==> config.mk <==
export PLATFORM = sky130hd
export DESIGN_NAME = scsi_irq_regs
export DESIGN_NICKNAME = d
export VERILOG_FILES = /design/src/rtl/scsi_irq_regs.sv
export SDC_FILE = /design/constraint.sdc
export NUM_CORES = 1
export LEC_CHECK = 0
export BUFFER_PORTS_ARGS = -buffer_cell sky130_fd_sc_hd__buf_2
export CAP_MARGIN = 15
export CORE_MARGIN = 5
export CORE_UTILIZATION = 40
export CTS_BUF_LIST = sky130_fd_sc_hd__clkbuf_8
export CTS_CLUSTER_SIZE = 25
export DETAILED_ROUTE_END_ITERATION = 12
export HOLD_SLACK_MARGIN = 0.08
export PLACE_DENSITY = 0.64
export RECOVER_POWER = 100
export SETUP_SLACK_MARGIN = 0.15
export SLEW_MARGIN = 0
export SYNTH_ARGS = -nofsm -noshare
export SYNTH_HDL_FRONTEND = slang
export SYNTH_SLANG_ARGS = --single-unit
==> constraint.sdc <==
create_clock -name clk -period 2.3 [get_ports clk]
set_clock_uncertainty 0.1 [all_clocks]
set_input_delay 0.46 -clock clk [delete_from_list [all_inputs] [get_ports clk]]
set_output_delay 0.46 -clock clk [all_outputs]
set_load 0.02 [all_outputs]
==> src/rtl/scsi_irq_regs.sv <==
module scsi_irq_regs #(
  parameter logic [7:0] CHIP_ID   = 8'h12,
  parameter logic [7:0] CFG_RESET = 8'h07
) (
  input  logic       clk,
  input  logic       rst_n,
  input  logic       rd_en,
  input  logic       wr_en,
  input  logic [3:0] addr,
  input  logic [7:0] wdata,
  output logic [7:0] rdata,
  input  logic       ev_valid,
  input  logic [7:0] ev_status,
  input  logic [7:0] ev_intr,
  input  logic [7:0] ev_seq,
  input  logic [7:0] ev_flags,
  output logic       irq
);
  localparam logic [3:0] A_CNT0 = 4'd0, A_CNT1 = 4'd1, A_CNT2 = 4'd2, A_CMD = 4'd3;
  localparam logic [3:0] A_STAT = 4'd4, A_INT = 4'd5, A_SEQ = 4'd6, A_FLG = 4'd7, A_CFG = 4'd8;
  localparam logic [7:0] ST_PEND = 8'h80, ST_TC = 8'h10;
  localparam logic [7:0] IC_RST = 8'h80, IC_FC = 8'h08;
  localparam logic [7:0] SEQ_DONE = 8'h04;
  localparam int         CFG_NORPT = 6;
  localparam logic [6:0] C_FLUSH = 7'h01, C_SRST = 7'h02, C_BRST = 7'h03;
  localparam logic [6:0] C_ENSEL = 7'h44, C_DISSEL = 7'h45;

  logic [7:0] cnt0, cnt1, cnt2, cmd, stat, intr, seq, flg, cfg;
  logic       hi_wr;
  logic [7:0] n_cnt0, n_cnt1, n_cnt2, n_cmd, n_stat, n_intr, n_seq, n_flg, n_cfg;
  logic       n_hi_wr;

  assign irq = stat[7];

  always_comb begin
    case (addr)
      A_CNT0:  rdata = cnt0;
      A_CNT1:  rdata = cnt1;
      A_CNT2:  rdata = hi_wr ? cnt2 : CHIP_ID;
      A_CMD:   rdata = cmd;
      A_STAT:  rdata = stat;
      A_INT:   rdata = intr;
      A_SEQ:   rdata = seq;
      A_FLG:   rdata = flg;
      A_CFG:   rdata = cfg;
      default: rdata = 8'h00;
    endcase
  end

  always_comb begin
    n_cnt0 = cnt0; n_cnt1 = cnt1; n_cnt2 = cnt2; n_cmd = cmd;
    n_stat = stat; n_intr = intr; n_seq = seq; n_flg = flg; n_cfg = cfg;
    n_hi_wr = hi_wr;
    if (rd_en && addr == A_INT) begin
      n_intr = 8'h00;
      n_stat = n_stat & ~(ST_PEND | ST_TC);
      n_seq  = SEQ_DONE;
    end
    if (wr_en) begin
      case (addr)
        A_CNT0: begin n_cnt0 = wdata; n_stat = n_stat & ~ST_TC; end
        A_CNT1: begin n_cnt1 = wdata; n_stat = n_stat & ~ST_TC; end
        A_CNT2: begin n_cnt2 = wdata; n_hi_wr = 1'b1; n_stat = n_stat & ~ST_TC; end
        A_CFG:  n_cfg = wdata;
        A_CMD: begin
          n_cmd = wdata;
          case (wdata[6:0])
            C_FLUSH: begin n_intr = IC_FC; n_seq = 8'h00; n_flg = 8'h00; end
            C_SRST: begin
              n_cnt0 = 8'h00; n_cnt1 = 8'h00; n_cnt2 = 8'h00; n_cmd = 8'h00;
              n_stat = 8'h00; n_intr = 8'h00; n_seq = 8'h00; n_flg = 8'h00;
              n_cfg = CFG_RESET; n_hi_wr = 1'b0;
            end
            C_BRST: begin
              n_intr = IC_RST;
              if (!cfg[CFG_NORPT]) n_stat = n_stat | ST_PEND;
            end
            C_ENSEL:  n_intr = 8'h00;
            C_DISSEL: begin n_intr = 8'h00; n_stat = n_stat | ST_PEND; end
            default: ;
          endcase
        end
        default: ;
      endcase
    end
    if (ev_valid) begin
      n_stat = ev_status | ST_PEND;
      n_intr = ev_intr;
      n_seq  = ev_seq;
      n_flg  = ev_flags;
    end
  end

  always_ff @(posedge clk or negedge rst_n) begin
    if (!rst_n) begin
      cnt0 <= 8'h00; cnt1 <= 8'h00; cnt2 <= 8'h00; cmd <= 8'h00;
      stat <= 8'h00; intr <= 8'h00; seq <= 8'h00; flg <= 8'h00;
      cfg <= CFG_RESET; hi_wr <= 1'b0;
    end else begin
      cnt0 <= n_cnt0; cnt1 <= n_cnt1; cnt2 <= n_cnt2; cmd <= n_cmd;
      stat <= n_stat; intr <= n_intr; seq <= n_seq; flg <= n_flg;
      cfg <= n_cfg; hi_wr <= n_hi_wr;
    end
  end
endmodule

# Yosys cells after proc, flatten, opt, wreduce, memory -nomap -nowiden
# Index checks and enable logic that the tools add are counted.
classes:
  eq_ne: 14
  n_mux: 31
  n_reduce_logical: 18
op_table:
  columns: ["op", "count"]
  rows:
  - ["8-bit two-way mux", 21]
  - ["8-bit one-hot mux with 2 select lines", 5]
  - ["8-bit one-hot mux with 9 select lines", 1]
  - ["8-bit one-hot mux with 3 select lines", 2]
  - ["4-bit by 3-bit equality test with 1-bit output, second input constant", 4]
  - ["3-bit AND reduction", 5]
  - ["7-bit by 2-bit equality test with 1-bit output, second input constant", 2]
  - ["7-bit equality test, second input constant", 2]
  - ["2-bit nonzero test", 7]
  - ["4-bit by 2-bit equality test with 1-bit output, second input constant", 2]
  - ["7-bit by 1-bit equality test with 1-bit output, second input constant", 1]
  - ["3-bit OR reduction", 2]
  - ["4-bit by 1-bit equality test with 1-bit output, second input constant", 1]
  - ["4-bit equality test, second input constant", 1]
  - ["4-bit logical NOT", 1]
  - ["2-bit by 1-bit != test with 1-bit output, second input constant", 1]
  - ["1-bit one-hot mux with 2 select lines", 1]
  - ["2-bit AND reduction", 1]
  - ["2-bit OR reduction", 1]
  - ["1-bit logical AND", 1]
  - ["1-bit two-way mux", 1]
totals:
  ff_bits: 73
  inputBits: 49
  elab_cells: 73

# Longest topological paths before layout
# Gate-level depths: netlist of the first run.
depth:
  depth_word: 8
  mapped_depth: 7
  ltp_nobuf: 4

# Worst setup path after synthesis of the first run
# Ideal clock, no wire load.
synth_path:
  path_kind: "input port to output port"
  start: "input addr[1]"
  end: "output rdata[1]"
  t_arrival_ns: 1.703
  slack_ns: 0.037
  stages: 5
  path_buffers: 3
  cell_sequence: "buf_2 buf_2 buf_2 a221oi_1 o32ai_1"
synth_between:
  elab_chain_len: 2
  elab_cells_between_ends: 10
  cone_classes: "eq/ne: 8; mux: 1; reduce/logical: 1"
synth_rtl:
  columns: ["element", "line", "text"]
  rows:
  - ["start, declared", "9", "input logic [3:0] addr,"]
  - ["4-bit equality test, or another cell as far along", "36", "case (addr)"]
  - ["8-bit one-hot mux with 9 select lines (*)", "36", null]
  - ["end, declared", "11", "output logic [7:0] rdata,"]
# Every way passes the cells marked *; elsewhere a longest branch is shown, timed or not.

# Worst setup path in the final report of the first run
layout_path:
  start: "register stat[2]"
  end: "output rdata[2]"
layout_between:
  elab_chain_len: 1
layout_rtl:
  columns: ["element", "line", "text"]
  rows:
  - ["start, declared", "28", "logic [7:0] cnt0, cnt1, cnt2, cmd, stat, intr, seq, flg, cfg;"]
  - ["start signal, assigned", "101", "stat <= n_stat; intr <= n_intr; seq <= n_seq; flg <= n_flg;"]
  - ["8-bit one-hot mux with 9 select lines", "36", null]
# Every way passes these cells.

==> results of run 1 <==
## through the flow
| stage | setup TNS, ns | area [um2] | std cells | util (%) |
|---|---|---|---|---|
| after floorplan | 0 | 3820 | 333 | - |
| after CTS | -0.0250 | 4920 | 560 | 53.2 |
| after detailed placement | -0.733 | 4490 | 536 | 48.6 |
| final | -0.240 | 4890 | 562 | 53.0 |
| after global routing | -4.84 | 4890 | 562 | 53.0 |
| after global placement | -0.686 | 4490 | 536 | 48.6 |
## sequential cells by signal, indices dropped and copies added, names as in the netlist
name and flops:
cnt2 8, stat 8, cnt0 8, flg 8
intr 8, cmd 8, cfg 8, seq 8
hi_wr 1, cnt1 8
## critical path, stage by stage, from the launching register on
cell and delay, ns:
dfrtp_1 0.40, mux4_2 0.48, a221oi_2 0.25, o21ai_1 0.11
buf_4 0.17
## kinds of logic (layout without fill, tap and decap cells)
family | count (synthesis) | after routing | synth area share, %
buffers and inverters | 33 | 133 | 4.38
xor gates and xnor gates | 1 | 1 | 0.231
AOI/OAI and AO/OA | 102 | 102 | 22.2
and+or+nand+nor | 92 | 92 | 13.6
DFF | 73 | 73 | 48.2
muxes | 32 | 32 | 11.3
## cell type report
cell class / count / area [um2]
fill: 824 / 4350
multi-input combinational: 227 / 1930
sequential: 73 / 1830
timing repair buffer: 110 / 776
tap: 129 / 161
clock buffer: 10 / 138
clock inverter: 6 / 35.0
inverter: 7 / 26.3
## synthesized netlist by cell type (3+ instances only)
cell type  number
dfrtp_1        70
a22o_1         44
nand2_1        32
mux2_4         16
nor2b_1        14
buf_2          13
nor2_1         12
mux2i_1        10
o21ai_0        10
clkbuf_1        7
inv_1           7
a22oi_1         5
nand3_1         5
a21oi_1         4
a31oi_1         4
mux2_2          4
a221oi_1        3
a32oi_1         3
and2_1          3
and3_1          3
buf_4           3
dfstp_2         3
nand2b_1        3
nand3b_1        3
o221ai_1        3
## metal layers
layer | up-vias | GRT usage, % | wire length (um) | share of wire (%)
met4 | 0 | 5.50 | 172 | 1.5
met2 | 111 | 33.5 | 5660 | 49
li1 | 1442 | - | - | -
met5 | - | 0 | 0 | 0
met3 | 16 | 4.26 | 624 | 5.4
met1 | 1634 | 28.0 | 5080 | 44
## timing repair
| item | in CTS | in global routing |
|---|---|---|
| resized for setup | 52 | 15 |
| hold buffers | 1 | 0 |
| buffers inserted | 7 | 2 |
| gates cloned | 0 | 0 |
| endpoints found under the hold margin | 12 | 0 |
| setup endpoints to repair | 8 | 8 |
| pin swaps | 12 | 4 |
## worst paths after layout
check,depth (start not counted),endpoint
max,4,rdata[2]
min,2,flg[6]
max reg2reg,3,stat[7]
min reg2reg,2,cmd[2]
max in group asynchronous,3,cmd[7]
min in group asynchronous,2,flg[0]
## power groups by stage
stage / registers [uW] / logic, uW / clock network, uW
after CTS: 1640 / 751 / 928
after global routing: 1670 / 816 / 969
after detailed placement: 1660 / 678 / 0
final: 1650 / 755 / 908
after global placement: 1660 / 659 / 0
after floorplan: 1600 / 447 / 0
==> metrics.txt, run 1 <==
post-route ant nets 0; RSZ-0062 raised after global routing yes; clock buffer count from CTS 9; total power 3320 uW; Final Slew Violations 0; top cells by area, synth dfrtp_1, a22o_1, mux2_4, nand2_1, mux2i_1; Ports 58; Cell Rows 35; FF-to-FF setup slack 1.14 ns; Yosys Warn Count 0; combinational fraction of design power 22.8%; Die ar. 0.0115 mm2; vias per inst 5.70; Port-buffer cells 56; GRT Total Usage 20.6%; CP Launch Type flip-flop; Layout Nets 477; post-synth top area share 46.1%; Clock Latency Late Sink 0.35 ns; count of cell types in the netlist 61; internal power 2330 uW; DRT iter0 DRCs 233; syn avg cell area 11.4 um2; clock root cell clkbuf_8; Clock H-tree levels 3; Reg2Reg Launch Point cfg[6]; Setup WS pre-CTS -0.128 ns; pin count of the biggest net entering global routing 61; Critical Path End Type output pin; most frequent cells in the layout dfrtp_1, buf_4, a22o_1; core box area 0.00924 mm2; P_sw 987 uW; Critical Path AT 1.77 ns; Post-Syn Area 0.00380 mm2; Tightest Pin Transition 0.931 ns; Leakage 0.00230 uW; 1st-pass router iterations 5; Synth async-reset ratio 100%; maximum buffer depth of the clock tree 2; Max FO, Critical Path 2; cell count after synthesis 333; max_slew headroom 37.6%; # DRC 0; share of cells above drive strength 1 41.8%; CTS tree yes; Tcrit/Tclk final 101%; HP Start ev_flags[6]; Required @ worst endpoint 1.74 ns; commonest non-fill, non-tap cell in the layout dfrtp_1; clock period minus worst slack 2.33 ns; maxcap violations 0; WL/cell 20.5 um; final worst-path setup slack -0.0337 ns; final setup fails 14; FMAX 429 MHz; synth-to-layout area growth 28.9%; Final Wtd Congestion 0.841; crit path from stat[2]; vias in the first global route 3283; post-synth top area cell dfrtp_1; Die Width 107 um; dpl hpwl 8230 um; die height 107 um; Sink Count 73; CP Class flip-flop to output pin; vias 3203; Hold Worst Slack 0.229 ns; min-delay worst type primary input to flip-flop; sequential power share 49.9%; initial antenna violation count 0; outcome finished, violations left; first-pass GRT wire length 18200 um; dominant register cell in the synthesized netlist dfrtp_1; Post-synth EDFFs 0; VDD IR-drop max 0.264 mV; Inserted Diodes 0; Final Hold Fails 0; grt total ovfl 0; failing checks setup timing; CTS clock-pin slew for the worst setup and hold paths 0.08 ns; Initial Utilization 41.1%; register bit total from synthesis 73; final WL 11500 um; pwr/cell area 678 mW/mm2; Seq/Total Area, Yosys 48.2%; syn_nets 382; Sw Ratio 29.8%; clock network fraction of design power 27.4%
Note: power is estimated with default switching activity, not from simulation.
==> run 2: changes to the inputs <==
Settings changed: ABC_AREA set to 1, SKIP_CTS_REPAIR_TIMING set to 1.
Clock period 2.3 ns to 2.9 ns, I/O delays scaled along.
==> metrics.txt, run 2 <==
outcome finished, violations left; failing checks capacitance limit, slew limit; Critical Path AT 2.00 ns; Clock H-tree levels 3; RSZ-0062 raised after global routing no; Final Slew Violations 74; 1st-pass router iterations 4; WL/cell 16.2 um; most common cell in the netlist nand2_1; cell count after synthesis 461; vias per inst 5.28; clock buffer count from CTS 9; vias 3354; Slowest Stage Delay on Critical Path 0.38 ns; syn_nets 510; Yosys Warn Count 0; clock root cell clkbuf_8; Most common cell on crit path clkbuf_1; post-route ant nets 0; CTS clock-pin slew for the worst setup and hold paths 0.08 ns; max_slew headroom -20.1%; FMAX 373 MHz; multiplexer share of the synthesized area 0%; pwr/cell area 611 mW/mm2; count of cell types in the netlist 31; GRT Total Usage 18.9%; commonest non-fill, non-tap cell in the layout nand2_1; synth-to-layout area growth 14.6%; post-synth top area cell dfrtp_1; Synth async-reset ratio 100%; Final Hold Fails 0; CTS tree yes; Die Width 105 um; Synth Area in Compound Gates 14.4%; DRT iter0 DRCs 226; Crit path buffers/inverters 2; core box area 0.00881 mm2; critical path, cell by cell clkbuf_1 > nor2_4 > nand2_1 > nor2_1 > a221oi_1 > nand3_1 > clkbuf_1; final WL 10300 um; Post-Synth Simple-Gate Area 28.1%; Hold Worst Slack 0.325 ns; Leakage 0.00217 uW; first-pass GRT wire length 16600 um; CP Launch Type primary input; Die ar. 0.0111 mm2; maximum buffer depth of the clock tree 2; Seq/Total Area, Yosys 50.2%; VDD IR-drop max 0.205 mV; Top delay family on crit path simple AND/OR/NAND/NOR gates; grt total ovfl 0; Post-Syn Area 0.00365 mm2; Max FO, Critical Path 6; Required @ worst endpoint 2.22 ns; Layout Nets 571; CP Class primary input to output pin; critical path's slowest cell nor2_1; syn avg cell area 7.91 um2; Tcrit/Tclk final 92.4%; Critical Path End Type output pin; dpl hpwl 7560 um; post-synth top area share 48.0%; Post-synth top cells nand2_1, dfrtp_1, inv_1, o21ai_0, nand3_1; Ports 58; pin count of the biggest net entering global routing 74; min-delay worst type primary input to flip-flop; top cells by area, synth dfrtp_1, nand2_1, inv_1, o21ai_0, nand3_1; main combinational cell family by area after synthesis simple AND/OR/NAND/NOR gates; setup TNS 0 ns; Clock Latency Late Sink 0.35 ns; Sink Count 73; maxcap violations 1; share of cells above drive strength 1 15.4%; most frequent cells in the layout nand2_1, dfrtp_1, inv_1; Post-Synth XOR/XNOR Area 0%; Initial Utilization 41.4%; final setup fails 0; die height 105 um; vias in the first global route 3284; Port-buffer cells 56; # DRC 0; initial antenna violation count 0; register bit total from synthesis 73; dominant register cell in the synthesized netlist dfrtp_1; Post-synth EDFFs 0; clock period minus worst slack 2.68 ns; Final Wtd Congestion 0.878; Post-Synth Adder-Cell Area 0%; Cell Rows 34; Tightest Pin Transition 1.80 ns; Inserted Diodes 0
-- run 2: cell count changes in the layout (fill, tap and decap cells not counted), sizes merged, moves of 23 or more --
cell	change
o21ai	+38
nor2	+23
buf	-50
a22o	-44
nand3	+27
nand2	+122
inv	+48
-- run 2: where the power goes --
| part | total [uW] | internal, uW | switching [uW] | leakage [uW] |
|---|---|---|---|---|
| Clock | 893 | 484 | 409 | 0.000103 |
| Combinational | 391 | 141 | 250 | 0.00118 |
| Sequential | 1270 | 1190 | 81.6 | 0.000892 |
| Total | 2560 | 1820 | 740 | 0.00217 |
-- run 2: layout make-up --
type / count / area [um2]
fillers: 889 / 4620
flip-flops and latches: 73 / 1830
multi-input cells: 323 / 1490
repair buffers: 61 / 304
inverters: 54 / 203
well taps: 108 / 135
clock buffers: 9 / 124
clock inverters: 7 / 95.1
-- run 2: worst min-delay path, cell delays in order --
cell	delay (ns)
buf_2	0.07
nand2_1	0.04
o21ai_0	0.05
-- run 2: final timing paths --
check                                  start  depth (start not counted)        to  slack (ns)
min in group asynchronous              rst_n                          2    seq[2]        0.67
worst max register to register        cfg[6]                          5   stat[7]        1.96
max in group asynchronous              rst_n                          2   intr[7]        0.94
worst max-delay path                 addr[3]                          7  rdata[3]        0.22
worst min-delay path            ev_status[0]                          3   stat[0]        0.32
worst min register to register       cnt1[0]                          2   cnt1[0]        0.39
-- run 2: logic make-up (layout without fill, tap and decap cells) --
kind of cell	after synthesis	after routing
flops	73	73
simple gates	233	233
buf+inv	65	131
compound gates	90	90
-- run 2: per-stage QoR --
| stage | total power, uW | worst slack [ns] | cells | instance area (um2) | utilization [%] |
|---|---|---|---|---|---|
| 2_1_floorplan | 1530 | 0.590 | 461 | 3650 | - |
| 3_3_place_gp | 1680 | 0.264 | 619 | 4050 | 46.0 |
| 3_5_place_dp | 1700 | 0.277 | 619 | 4050 | 46.0 |
| 4_1_cts | 2580 | 0.277 | 635 | 4270 | 48.5 |
| 5_1_grt | 2680 | 0.0927 | 635 | 4180 | 47.5 |
| 6_report | 2560 | 0.219 | 635 | 4180 | 47.5 |
-- run 2: routing by layer --
layer	global-route usage [%]	up-vias	share of wire, %
met5	0	-	0
met4	6.38	0	1.6
met3	2.81	12	5.0
met2	30.1	105	47
met1	26.4	1613	46
li1	-	1624	-
==> run 3: changes to the inputs <==
Settings changed: GPL_TIMING_DRIVEN set to 0, SLEW_MARGIN 0 to not set.
==> metrics.txt, run 3 (same netlist as run 2, synthesis figures left out) <==
pin count of the biggest net entering global routing 54; Post-DP Area 0.00409 mm2; final setup fails 0; clock root cell clkbuf_8; Clock Latency Late Sink 0.35 ns; HP Start ev_seq[4]; pwr/cell area 586 mW/mm2; vias 3380; maxcap violations 0; Worst Reg2Reg Path Length in Cells 5; Critical Path AT 2.01 ns; synth-to-layout area growth 18.4%; FF-to-FF setup slack 1.94 ns; initial antenna violation count 0; Cell Rows 34; total power 2530 uW; Ports 58; Final Instance Area 0.00432 mm2; commonest non-fill, non-tap cell in the layout nand2_1; Clock H-tree levels 3; sequential power share 51.0%; final core utilization 49.0%; Inserted Diodes 0; Slowest Stage Delay on Critical Path 0.26 ns; grt total ovfl 0; most frequent cells in the layout nand2_1, dfrtp_1, inv_1; Leakage 0.00222 uW; max_slew headroom 16.4%; outcome completed; clock period minus worst slack 2.69 ns; clock buffer count from CTS 9; first-pass GRT wire length 17000 um; CP Launch Type primary input; Die Width 105 um; Port-buffer cells 55; critical path, cell by cell buf_2 > nor2_4 > nand2_1 > inv_2 > clkbuf_2 > buf_6 > a221oi_4 > nand3_1 > clkbuf_1; multi-input logic area 0.00158 mm2; # DRC 0; VDD IR-drop max 0.350 mV; Sw Ratio 30.9%; P_sw 781 uW; post-route ant nets 0; Max FO, Critical Path 10; WL/cell 16.5 um; Layout Nets 578; Required @ worst endpoint 2.22 ns; Final Slew Violations 0; die height 105 um; vias per inst 5.26; CP endpoint rdata[3]; CP Class primary input to output pin; 1st-pass router iterations 5; Tightest Pin Transition 1.25 ns; CTS clock-pin slew for the worst setup and hold paths 0.10 ns; maximum buffer depth of the clock tree 2; combinational fraction of design power 16.3%; vias in the first global route 3226; Sink Count 73; dpl hpwl 7950 um; Tcrit/Tclk final 92.8%; DRT iter0 DRCs 303; Reg2Reg Launch Point cfg[6]; FF+latch area 0.00183 mm2; Critical Path End Type output pin; Die ar. 0.0111 mm2; Layout fillers 890; FMAX 372 MHz; critical path's slowest cell clkbuf_1; internal power 1750 uW; clock network fraction of design power 32.7%; fin cells 642; final WL 10600 um; Final Wtd Congestion 0.842; core box area 0.00881 mm2; crit path from addr[3]; Initial Utilization 41.4%; reg2reg end stat[7]; share of cells above drive strength 1 16.7%; CTS tree yes; RSZ-0062 raised after global routing yes; GRT Total Usage 19.4%; dpl cells 625; Final Hold Fails 0; min-delay worst type primary input to flip-flop
==> run 3: power by group through the flow <==
stage | combinational, uW | clock, uW | sequential, uW
2_1_floorplan | 268 | 0 | 1260
3_3_place_gp | 398 | 0 | 1290
3_5_place_dp | 414 | 0 | 1290
4_1_cts | 417 | 834 | 1270
5_1_grt | 472 | 879 | 1310
6_report | 411 | 828 | 1290
==> run 3: area by class of cell <==
class                           count  area share (%)
Multi-Input combinational cell    323            36.7
Buffer                             11            1.36
Inverter                           54            4.69
Clock inverter                      7            1.83
Timing Repair Buffer               57            7.04
Clock buffer                        9            2.87
Tap cell                          108            3.13
Sequential cell                    73            42.4
==> run 3: metrics by stage <==
step | setup WS, ns | TNS [ns] | hold WS [ns]
4_1_cts | -0.0317 | -0.0317 | 0.0152
2_1_floorplan | 0.590 | 0 | 0.184
6_report | 0.209 | 0 | 0.318
3_5_place_dp | -0.0305 | -0.0305 | 0.366
5_1_grt | 0.0724 | 0 | 0.314
3_3_place_gp | 0.0107 | 0 | 0.362
==> run 3: worst min path at each step <==
stage,to,cells after the start
4_1_cts,seq[2],1
2_1_floorplan,cfg[3],0
5_1_grt,seq[4],3
6_report,seq[4],3
3_3_place_gp,cnt1[5],2
3_5_place_dp,cnt1[2],2
==> run 3: critical path: cells and delay by family <==
| family | cells | cell delay, ns |
|---|---|---|
| and+or+nand+nor | 3 | 0.42 |
| buffers and inverters | 5 | 0.92 |
| AOI/OAI and AO/OA | 1 | 0.08 |
==> run 3: per-layer routing <==
layer / vias up / wire length, um / GRT usage (%)
met4: 0 / 262 / 5.92
li1: 1643 / - / -
met2: 97 / 4890 / 29.8
met3: 24 / 574 / 4.40
met5: - / 0 / 0
met1: 1616 / 4840 / 27.5
